==> src/rtl/ata_pio_seq.sv <==
module ata_pio_seq #(
  parameter int unsigned CLK_PS      = 5000,
  parameter int unsigned AW          = 24,
  parameter int unsigned DW          = 16,
  parameter int unsigned CW          = 16,
  parameter int unsigned RING_NS     = 100,
  parameter int unsigned RST_LOW_NS  = 30000,
  parameter int unsigned RST_WAIT_NS = 10000
) (
  input  logic          clk,
  input  logic          rst_n,
  input  logic [2:0]    mode_i,
  input  logic          mode_set_i,
  output logic [2:0]    mode_o,
  input  logic [AW-1:0] host_addr_i,
  input  logic [DW-1:0] host_wdata_i,
  input  logic          host_wide_i,
  input  logic          host_rd_i,
  input  logic          host_wr_i,
  output logic          host_rdy_o,
  output logic          host_done_o,
  output logic [DW-1:0] host_rdata_o,
  output logic          cs0_n_o,
  output logic          cs1_n_o,
  output logic [2:0]    da_o,
  output logic          dior_n_o,
  output logic          diow_n_o,
  output logic [DW-1:0] dd_o,
  output logic          dd_oe_o,
  input  logic [DW-1:0] dd_i,
  input  logic          iordy_i,
  output logic          dev_rst_n_o
);

  localparam int unsigned LANE = DW / 2;
  localparam logic [2:0] MAX_MODE   = 3'd4;
  localparam logic [2:0] WAIT_MODE  = 3'd3;
  localparam logic [2:0] WIN_CMD    = 3'b110;
  localparam logic [2:0] WIN_CTL    = 3'b111;

  function automatic int unsigned to_cyc(int unsigned ns);
    return (ns * 1000 + CLK_PS - 1) / CLK_PS;
  endfunction

  function automatic int unsigned tot_ns(int m);
    case (m)
      0: return 600;
      1: return 390;
      2: return 350;
      3: return 190;
      default: return 135;
    endcase
  endfunction

  function automatic int unsigned lead_ns(int m);
    case (m)
      0: return 100;
      1: return 60;
      2: return 40;
      3: return 40;
      default: return 35;
    endcase
  endfunction

  function automatic int unsigned strobe_ns(int m);
    case (m)
      0: return 400;
      1: return 300;
      2: return 290;
      3: return 80;
      default: return 70;
    endcase
  endfunction

  function automatic int unsigned lead_cyc(int m);
    return to_cyc(lead_ns(m) + RING_NS);
  endfunction

  function automatic int unsigned strobe_cyc(int m);
    return to_cyc(strobe_ns(m));
  endfunction

  function automatic int unsigned tail_cyc(int m);
    int unsigned c, used;
    c    = to_cyc(tot_ns(m) + RING_NS);
    used = lead_cyc(m) + strobe_cyc(m);
    return (c > used) ? c - used : 1;
  endfunction

  localparam int unsigned RST_CYC  = to_cyc(RST_LOW_NS);
  localparam int unsigned WAIT_CYC = to_cyc(RST_WAIT_NS);

  typedef enum logic [2:0] {
    S_RST, S_WAIT, S_IDLE, S_LEAD, S_STROBE, S_TAIL
  } st_t;

  st_t            st;
  logic [CW-1:0]  cnt;
  logic [2:0]     mode_q, acc_mode;
  logic           acc_wr, acc_wide, acc_ctl, done_q;
  logic [2:0]     acc_da;
  logic [DW-1:0]  acc_wd, rdata_q;

  logic [CW-1:0]  lead_tab   [8];
  logic [CW-1:0]  strobe_tab [8];
  logic [CW-1:0]  tail_tab   [8];

  for (genvar g = 0; g < 8; g++) begin : g_tab
    assign lead_tab[g]   = CW'(lead_cyc(g));
    assign strobe_tab[g] = CW'(strobe_cyc(g));
    assign tail_tab[g]   = CW'(tail_cyc(g));
  end

  wire [2:0] win      = host_addr_i[AW-1:AW-3];
  wire       hit_cmd  = (win == WIN_CMD);
  wire       hit_ctl  = (win == WIN_CTL);
  wire       take     = (st == S_IDLE) && (host_rd_i || host_wr_i);
  wire       busy     = (st == S_LEAD) || (st == S_STROBE) || (st == S_TAIL);
  wire       held     = (acc_mode >= WAIT_MODE) && !iordy_i;
  wire       cnt_zero = (cnt == '0);
  wire [DW-1:0] wd_lane = host_wide_i ? host_wdata_i
                                      : {{LANE{1'b0}}, host_wdata_i[LANE-1:0]};
  wire [DW-1:0] rd_lane = acc_wide ? dd_i : {{LANE{1'b0}}, dd_i[LANE-1:0]};

  logic addr_unused;
  assign addr_unused = ^{host_addr_i[AW-4:4], host_addr_i[0]};

  always_ff @(posedge clk or negedge rst_n) begin
    if (!rst_n) begin
      st       <= S_RST;
      cnt      <= CW'(RST_CYC - 1);
      mode_q   <= '0;
      acc_mode <= '0;
      acc_wr   <= 1'b0;
      acc_wide <= 1'b0;
      acc_ctl  <= 1'b0;
      acc_da   <= '0;
      acc_wd   <= '0;
      rdata_q  <= '0;
      done_q   <= 1'b0;
    end else begin
      done_q <= 1'b0;
      if (mode_set_i && (mode_i <= MAX_MODE))
        mode_q <= mode_i;
      case (st)
        S_RST: begin
          if (cnt_zero) begin
            st  <= S_WAIT;
            cnt <= CW'(WAIT_CYC - 1);
          end else begin
            cnt <= cnt - CW'(1);
          end
        end
        S_WAIT: begin
          if (cnt_zero) st <= S_IDLE;
          else          cnt <= cnt - CW'(1);
        end
        S_IDLE: begin
          if (take) begin
            if (hit_cmd || hit_ctl) begin
              st       <= S_LEAD;
              cnt      <= lead_tab[mode_q] - CW'(1);
              acc_mode <= mode_q;
              acc_wr   <= host_wr_i;
              acc_wide <= host_wide_i;
              acc_ctl  <= hit_ctl;
              acc_da   <= host_addr_i[3:1];
              acc_wd   <= wd_lane;
            end else begin
              done_q <= 1'b1;
            end
          end
        end
        S_LEAD: begin
          if (cnt_zero) begin
            st  <= S_STROBE;
            cnt <= strobe_tab[acc_mode] - CW'(1);
          end else begin
            cnt <= cnt - CW'(1);
          end
        end
        S_STROBE: begin
          if (!held) begin
            if (cnt_zero) begin
              st  <= S_TAIL;
              cnt <= tail_tab[acc_mode] - CW'(1);
              if (!acc_wr) rdata_q <= rd_lane;
            end else begin
              cnt <= cnt - CW'(1);
            end
          end
        end
        S_TAIL: begin
          if (cnt_zero) begin
            st     <= S_IDLE;
            done_q <= 1'b1;
          end else begin
            cnt <= cnt - CW'(1);
          end
        end
        default: st <= S_IDLE;
      endcase
    end
  end

  assign mode_o       = mode_q;
  assign host_rdy_o   = (st == S_IDLE);
  assign host_done_o  = done_q;
  assign host_rdata_o = rdata_q;
  assign cs0_n_o      = !(busy && !acc_ctl);
  assign cs1_n_o      = !(busy && acc_ctl);
  assign da_o         = busy ? acc_da : '0;
  assign dior_n_o     = !((st == S_STROBE) && !acc_wr);
  assign diow_n_o     = !((st == S_STROBE) && acc_wr);
  assign dd_oe_o      = busy && acc_wr;
  assign dd_o         = dd_oe_o ? acc_wd : '0;
  assign dev_rst_n_o  = (st != S_RST);

endmodule

==> config.mk <==
export PLATFORM = sky130hd
export DESIGN_NAME = ata_pio_seq
export DESIGN_NICKNAME = d
export VERILOG_FILES = /design/src/rtl/ata_pio_seq.sv
export SDC_FILE = /design/constraint.sdc
export NUM_CORES = 1
export LEC_CHECK = 0
export BUFFER_PORTS_ARGS = -buffer_cell sky130_fd_sc_hd__buf_2
export CAP_MARGIN = 20
export CORE_ASPECT_RATIO = 1.1
export CORE_MARGIN = 2
export CORE_UTILIZATION = 35
export DETAILED_ROUTE_END_ITERATION = 8
export GPL_TIMING_DRIVEN = 0
export HOLD_SLACK_MARGIN = 0.1
export PLACE_DENSITY = 0.59
export SLEW_MARGIN = 20
export SYNTH_ARGS = -nofsm -noshare
export SYNTH_HDL_FRONTEND = slang
export SYNTH_SLANG_ARGS = --single-unit
==> constraint.sdc <==
create_clock -name clk -period 2.47 [get_ports clk]
set_clock_uncertainty 0.05 [all_clocks]
set_input_delay 0.247 -clock clk [delete_from_list [all_inputs] [get_ports clk]]
set_output_delay 0.247 -clock clk [all_outputs]
set_load 0.05 [all_outputs]
### Word-level counts from Yosys, hierarchy flattened

Memories as Yosys holds them, arrays and structs flattened.
Cells that the tools add are included.
Widths: inputs -> output; s select.

| word-level totals | value |
|---|---|
| bits in writable memories | 0 |
| register bits | 64 |
| memory bits (read-only) | 384 |
| latch bits | 0 |
| word-level logic and storage cells | 99 |
| bits of input ports | 66 |
| memories | 3 |
| output and inout bits | 46 |

| operators by class | value |
|---|---|
| divide/modulo/power cells | 0 |
| equality and inequality tests | 15 |
| shift-type cells | 0 |
| bitwise operators | 4 |
| reductions and logical operators | 28 |
| mux-type cells | 30 |
| $mul | 0 |
| $lt $le $gt $ge | 4 |
| add/sub/neg operators | 4 |

Memories:

| memory | words | bits a word | rd ports | clocked after Yosys merged registers in | wr ports | RTL line | RTL |
|---|---|---|---|---|---|---|---|
| (name not given) | 8 | 16 | 1 | 0 | 0 | 186 | `cnt <= tail_tab[acc_mode] - CW'(1);` |
| (name not given) | 8 | 16 | 1 | 0 | 0 | 177 | `cnt <= strobe_tab[acc_mode] - CW'(1);` |
| (name not given) | 8 | 16 | 1 | 0 | 0 | 162 | `cnt <= lead_tab[mode_q] - CW'(1);` |

Operator list:

| kind | count |
|---|---|
| $mux 16 | 16 |
| $pmux 16 s5 | 1 |
| $sub 16x1->16 const B | 4 |
| $mux 3 | 8 |
| $logic_not 16->1 | 1 |
| $pmux 3 s5 | 1 |
| $eq 3x3->1 const B | 4 |
| $ne 2x2->1 const B | 5 |
| $ge 4x4->1 const B | 2 |
| $logic_and 1x1->1 | 8 |
| $not 3->4 | 2 |
| $logic_not 1->1 | 7 |
| $reduce_and 7->1 | 1 |
| $eq 3x2->1 const B | 2 |
| $ne 2x1->1 const B | 3 |
| $reduce_and 5->1 | 1 |
| $reduce_bool 5->1 | 1 |
| $logic_or 1x1->1 | 4 |
| $reduce_and 4->1 | 1 |
| $eq 3x1->1 const B | 1 |
| $ge 3x2->1 const B | 1 |
| $le 3x3->1 const B | 1 |
| $logic_not 3->1 | 1 |
| $mux 1 | 3 |
| other kinds (5) | 6 |

### Longest topological paths before layout

| logic depth | value |
|---|---|
| depth in word-level cells | 8 |
| depth in mapped cells | 10 |
| mapped depth without buffers | 9 |

### Worst setup path before layout

Ideal clock, no wire load.

| path | value |
|---|---|
| path type | reg-to-reg |
| start point | register cnt[11] |
| end point | register rdata_q[4] (netlist: host_rdata_o[4]) |
| buffers on the path | 2 |
| required time | 2.295 ns |
| stages on the path, launching flop included | 8 |
| library setup time | 0.125 ns |
| period minus slack after synthesis | 2.470 ns |
| arrival time | 2.295 ns |
| setup slack | 0.000 ns |
| cell sequence | dfrtp_1 -> or4_4 -> nor4_4 -> nand2_2 -> a211o_1 -> buf_2 -> buf_6 -> mux2_4 |

| between the ends | value |
|---|---|
| longest elaborated chain between the ends | 2 |

Ends and longest elaborated chain:

| what | RTL line | RTL |
|---|---|---|
| start: declaration | 98 | `logic [CW-1:0] cnt;` |
| start signal: assignment | 131 | `cnt <= CW'(RST_CYC - 1);` |
| start signal: assignment | 149 | `cnt <= CW'(WAIT_CYC - 1);` |
| start signal: assignment | 151 | `cnt <= cnt - CW'(1);` |
| $logic_not 16->1 | 120 | `wire cnt_zero = (cnt == '0);` |
| $reduce_and 4->1 (no line) | -- |  |
| end signal: assignment | 187 | `if (!acc_wr) rdata_q <= rd_lane;` |
| end: declaration | 102 | `logic [DW-1:0] acc_wd, rdata_q;` |

No other way between the ends.
A chain may end at the register's enable or synchronous reset.

### Worst setup path after layout

| path | value |
|---|---|
| start point | register cnt[12] |
| end point | register cnt[5] |

| between the ends | value |
|---|---|
| longest elaborated chain between the ends | 4 |
| elaborated cells on any way between the ends | 8 |
| classes of those cells | 1 x eq/ne; 5 x mux; 2 x reduce/logical |

Ends and longest elaborated chain:

| what | RTL line | RTL |
|---|---|---|
| $logic_not 16->1 * | 120 |  |
| $mux 16 | 184 | `if (cnt_zero) begin` |
| $mux 16 | 183 | `if (!held) begin` |
| $pmux 16 s5 | 145 | `case (st)` |

Mark *: on every way between the ends. The rest lies on a longest branch, timed or not. The select of a mux whose other input is x is not followed.

==> results_dict.tcl <==
set metrics [dict create \
    core_um2 9980 \
    pre_cts_ws_ns -0.528 \
    critPathKind "reg2reg" \
    fin_ws_ns 0.00213 \
    yosysWarnings 0 \
    cts_tree "done" \
    cts_sinks 64 \
    power_frac_comb_pct 9.8 \
    ys.flop_type "dfrtp_1" \
    dp.cells 630 \
    vias 3648 \
    synth_area_leaders "dfrtp_1 (37%), nand2_1 (11%), dfstp_2 (7.3%)" \
    crit_family "simple AND/OR/NAND/NOR gates" \
    fin_crit_sh_pct 99.9 \
    num_rows 38 \
    fin_crit_ns 2.47 \
    antenna_found_initial 0 \
    grt_pass1_wl_mm 17.8 \
    crit_slowest_cell "or4_4" \
    power.clock.fraction_pct 46.0 \
    cts_root_buffer "clkbuf_8" \
    io_pins 112 \
    fmax_ghz 0.405 \
    netlist.area_leader.share_pct 37.4 \
    globalRouteOverflowTotal 0 \
    p_per_area_nw_per_um2 472 \
    end_kind "flop" \
    diodes 0 \
    cp_common_cell "or4_4" \
    p_leak_nw 2.55 \
    fill_cells 932 \
    fin_setup_tns_ns 0 \
    htree_levels 3 \
    maxSlewViolCount 0 \
    slew_headroom_pct 66.1 \
    syn_area_um2 3620 \
    crit_fanout 6 \
    dp.final_hpwl_mm 7.41 \
    switchingPower_mw 0.586 \
    yosysTopAreaCell "dfrtp_1" \
    cp-start-kind "flop" \
    internal_power_mw 1.89 \
    final_layout_size_suffix_gt1_share_pct 32.8 \
    worst-path-buf-inv 2 \
    switching_share_pct 23.7 \
    p_seq_share_pct 44.2 \
    ys_ff_latch 64 \
    setup_viol_count_final 0 \
    fin_util_pct 52.4 \
    die_w_um 101 \
    worstPathRequired_ns 2.69 \
    fin_cells 703 \
    dieArea_um2 11200 \
    io_buffers 92 \
    hp-class "in2reg" \
    hold_violations 0 \
    synth-edff-count 0 \
    cpPeakStageDelay_ns 0.57 \
    avgViaCountPerCell 5.19 \
    rsz0062_at_grt "yes" \
    cts_max_path_buffers 2 \
    fin_nets 652 \
    gp_congestion 0.906 \
    syn_avg_cell_area_um2 8.67 \
    avgRoutedWirePerCell_um 15.4 \
    grt_pass1_vias 3690 \
    first_iter_violations 206 \
    die_h_um 111 \
    tightestPinTransition_ns 0.505 \
    fin_hold_ws_ns 0.131 \
    synthesis.nets 491 \
    status "completed" \
    clk_pin_slew_ns 0.08 \
    cp.depth 8 \
    initial_utilization_pct 36.2 \
    worstPathCellList "or4_4 > or4_4 > buf_6 > nor2_4 > buf_12 > or3_1 > o211ai_1 > a22o_1" \
    area_growth_pct 44.8 \
    drt_first_pass_iters 5 \
    drv_cap 0 \
    clkLatencyLatePin_ns 0.35 \
    ant_nets 0 \
    synthArstFlopShare_pct 100 \
    synthCells 417 \
    synth.distinct_cells 56 \
    track_usage_pct 19.7 \
    hold_depth 3 \
    arrival_ns 2.69 \
    finalWirelength_mm 10.8 \
    worstRegToRegCells 8 \
    numCtsBuffers 9 \
    drc 0 \
    peakVddDrop_uv 247 \
    grt_max_degree 34 \
    ys_seq_area_share_pct 44.6 \
]
==> worst paths after layout <==
| kind | slack [ns] | end | start |
|---|---|---|---|
| hold / removal | 0.13 | mode_o[1]$_DFFE_PN0P_ | mode_i[0] |
| max in group asynchronous | 1.45 | cnt[12]$_DFFE_PN1P_ | rst_n |
| setup reg to reg | 0.002 | cnt[5]$_DFFE_PN1P_ | cnt[12]$_DFFE_PN1P_ |
| hold reg to reg | 0.41 | acc_wd[15]$_DFFE_PN0P_ | acc_wd[15]$_DFFE_PN0P_ |
| setup / recovery | 0.002 | cnt[5]$_DFFE_PN1P_ | cnt[12]$_DFFE_PN1P_ |
| min in group asynchronous | 0.34 | mode_o[2]$_DFFE_PN0P_ | rst_n |
==> sequential cells by signal, indices dropped and copies added (netlist names) <==
register / flops
mode_o: 3
host_rdata_o: 16
acc_ctl: 1
acc_mode: 3
cnt: 16
acc_wd: 16
acc_wide: 1
host_done_o: 1
acc_da: 3
acc_wr: 1
st: 3
==> worst reg2reg max path, stage by stage, from the launching register on <==
cell and delay [ns]:
dfstp_2 0.38, or4_4 0.58, or4_4 0.48, buf_6 0.15, nor2_4 0.16, buf_12 0.14
or3_1 0.09, o211ai_1 0.12, a22o_1 0.25
==> cells in the final DEF, fill, tap and decap left out, drive strengths merged, types with 4 or more instances in the layout <==
cell	n
clkbuf	32
a31oi	8
nand3	15
buf	109
a21oi	14
nand2	104
nand2b	5
nor3	14
o211ai	6
nor4	5
and2	5
ha	8
dfrtp	54
inv	12
dlygate4sd3	40
xnor2	4
a211o	4
o21ai	25
mux2	9
dfstp	10
and3	16
or3	6
nor2	30
==> area by class of cell <==
cell class | count | area, um2 | area share [%]
multi-input cells | 320 | 1990 | 38.0
flip-flops and latches | 64 | 1620 | 30.8
repair buffers | 150 | 1050 | 20.1
well taps | 120 | 150 | 2.87
clock buffers | 10 | 138 | 2.63
plain buffers | 21 | 125 | 2.39
clock inverters | 6 | 114 | 2.17
inverters | 12 | 47.5 | 0.908
==> metal layers <==
| layer | track usage [%] | up-vias | share of wire, % |
|---|---|---|---|
| met1 | 25.1 | 1706 | 42 |
| met2 | 32.2 | 146 | 49 |
| met5 | 0 | - | 0 |
| met4 | 8.20 | 0 | 2.5 |
| li1 | - | 1766 | - |
| met3 | 4.24 | 30 | 6.6 |
==> repair_timing <==
item	4_1_cts	5_1_grt
setup endpoints to repair	76	58
hold endpoints to repair	66	0
gates resized for setup	27	36
pin swaps	9	9
hold buffers	40	0
cloned	1	0
buffers inserted	8	8
==> power by group through the flow <==
stage / clock network (mW) / registers (mW) / logic (mW)
2_1_floorplan: 0 / 1.16 / 0.0545
3_3_place_gp: 0 / 1.11 / 0.184
3_5_place_dp: 0 / 1.11 / 0.192
6_report: 1.14 / 1.09 / 0.242
5_1_grt: 1.22 / 1.10 / 0.266
4_1_cts: 1.16 / 1.09 / 0.243
==> kinds of logic after synthesis <==
family	share of synthesized area (%)
adder cells (fa/ha/maj)	2.77
XOR/XNOR	1.70
flip-flops	44.6
AO/OA/AOI/OAI	13.6
AND/OR/NAND/NOR	29.4
multiplexers	3.60
buffers and inverters	4.32
==> Yosys cell counts (3+ instances only) <==
cell type  count
xnor2_1        4
or3_2          4
xor2_1         3
nor2b_1        3
nor3_1        14
clkbuf_1      14
and2_1         5
inv_1         11
nand2b_1       5
nand4_1        3
nor2_1        29
a22o_1         3
ha_1           8
nor4_1         3
nand2_1      103
nand3_1       15
mux2_2         4
a21oi_1       14
a31oi_1        8
o211ai_1       6
and3_1        16
o21ai_0       25
dfrtp_1       54
mux2_4         5
a211o_1        4
buf_6          4
dfstp_2       10
==> through the flow <==
step,power [mW],instance area (um2)
after CTS,2.50,5090
after detailed placement,1.31,4250
after global routing,2.58,5240
final,2.47,5240
after floorplan,1.21,3620
after global placement,1.30,4230
Power figures use the tool's default switching activity.
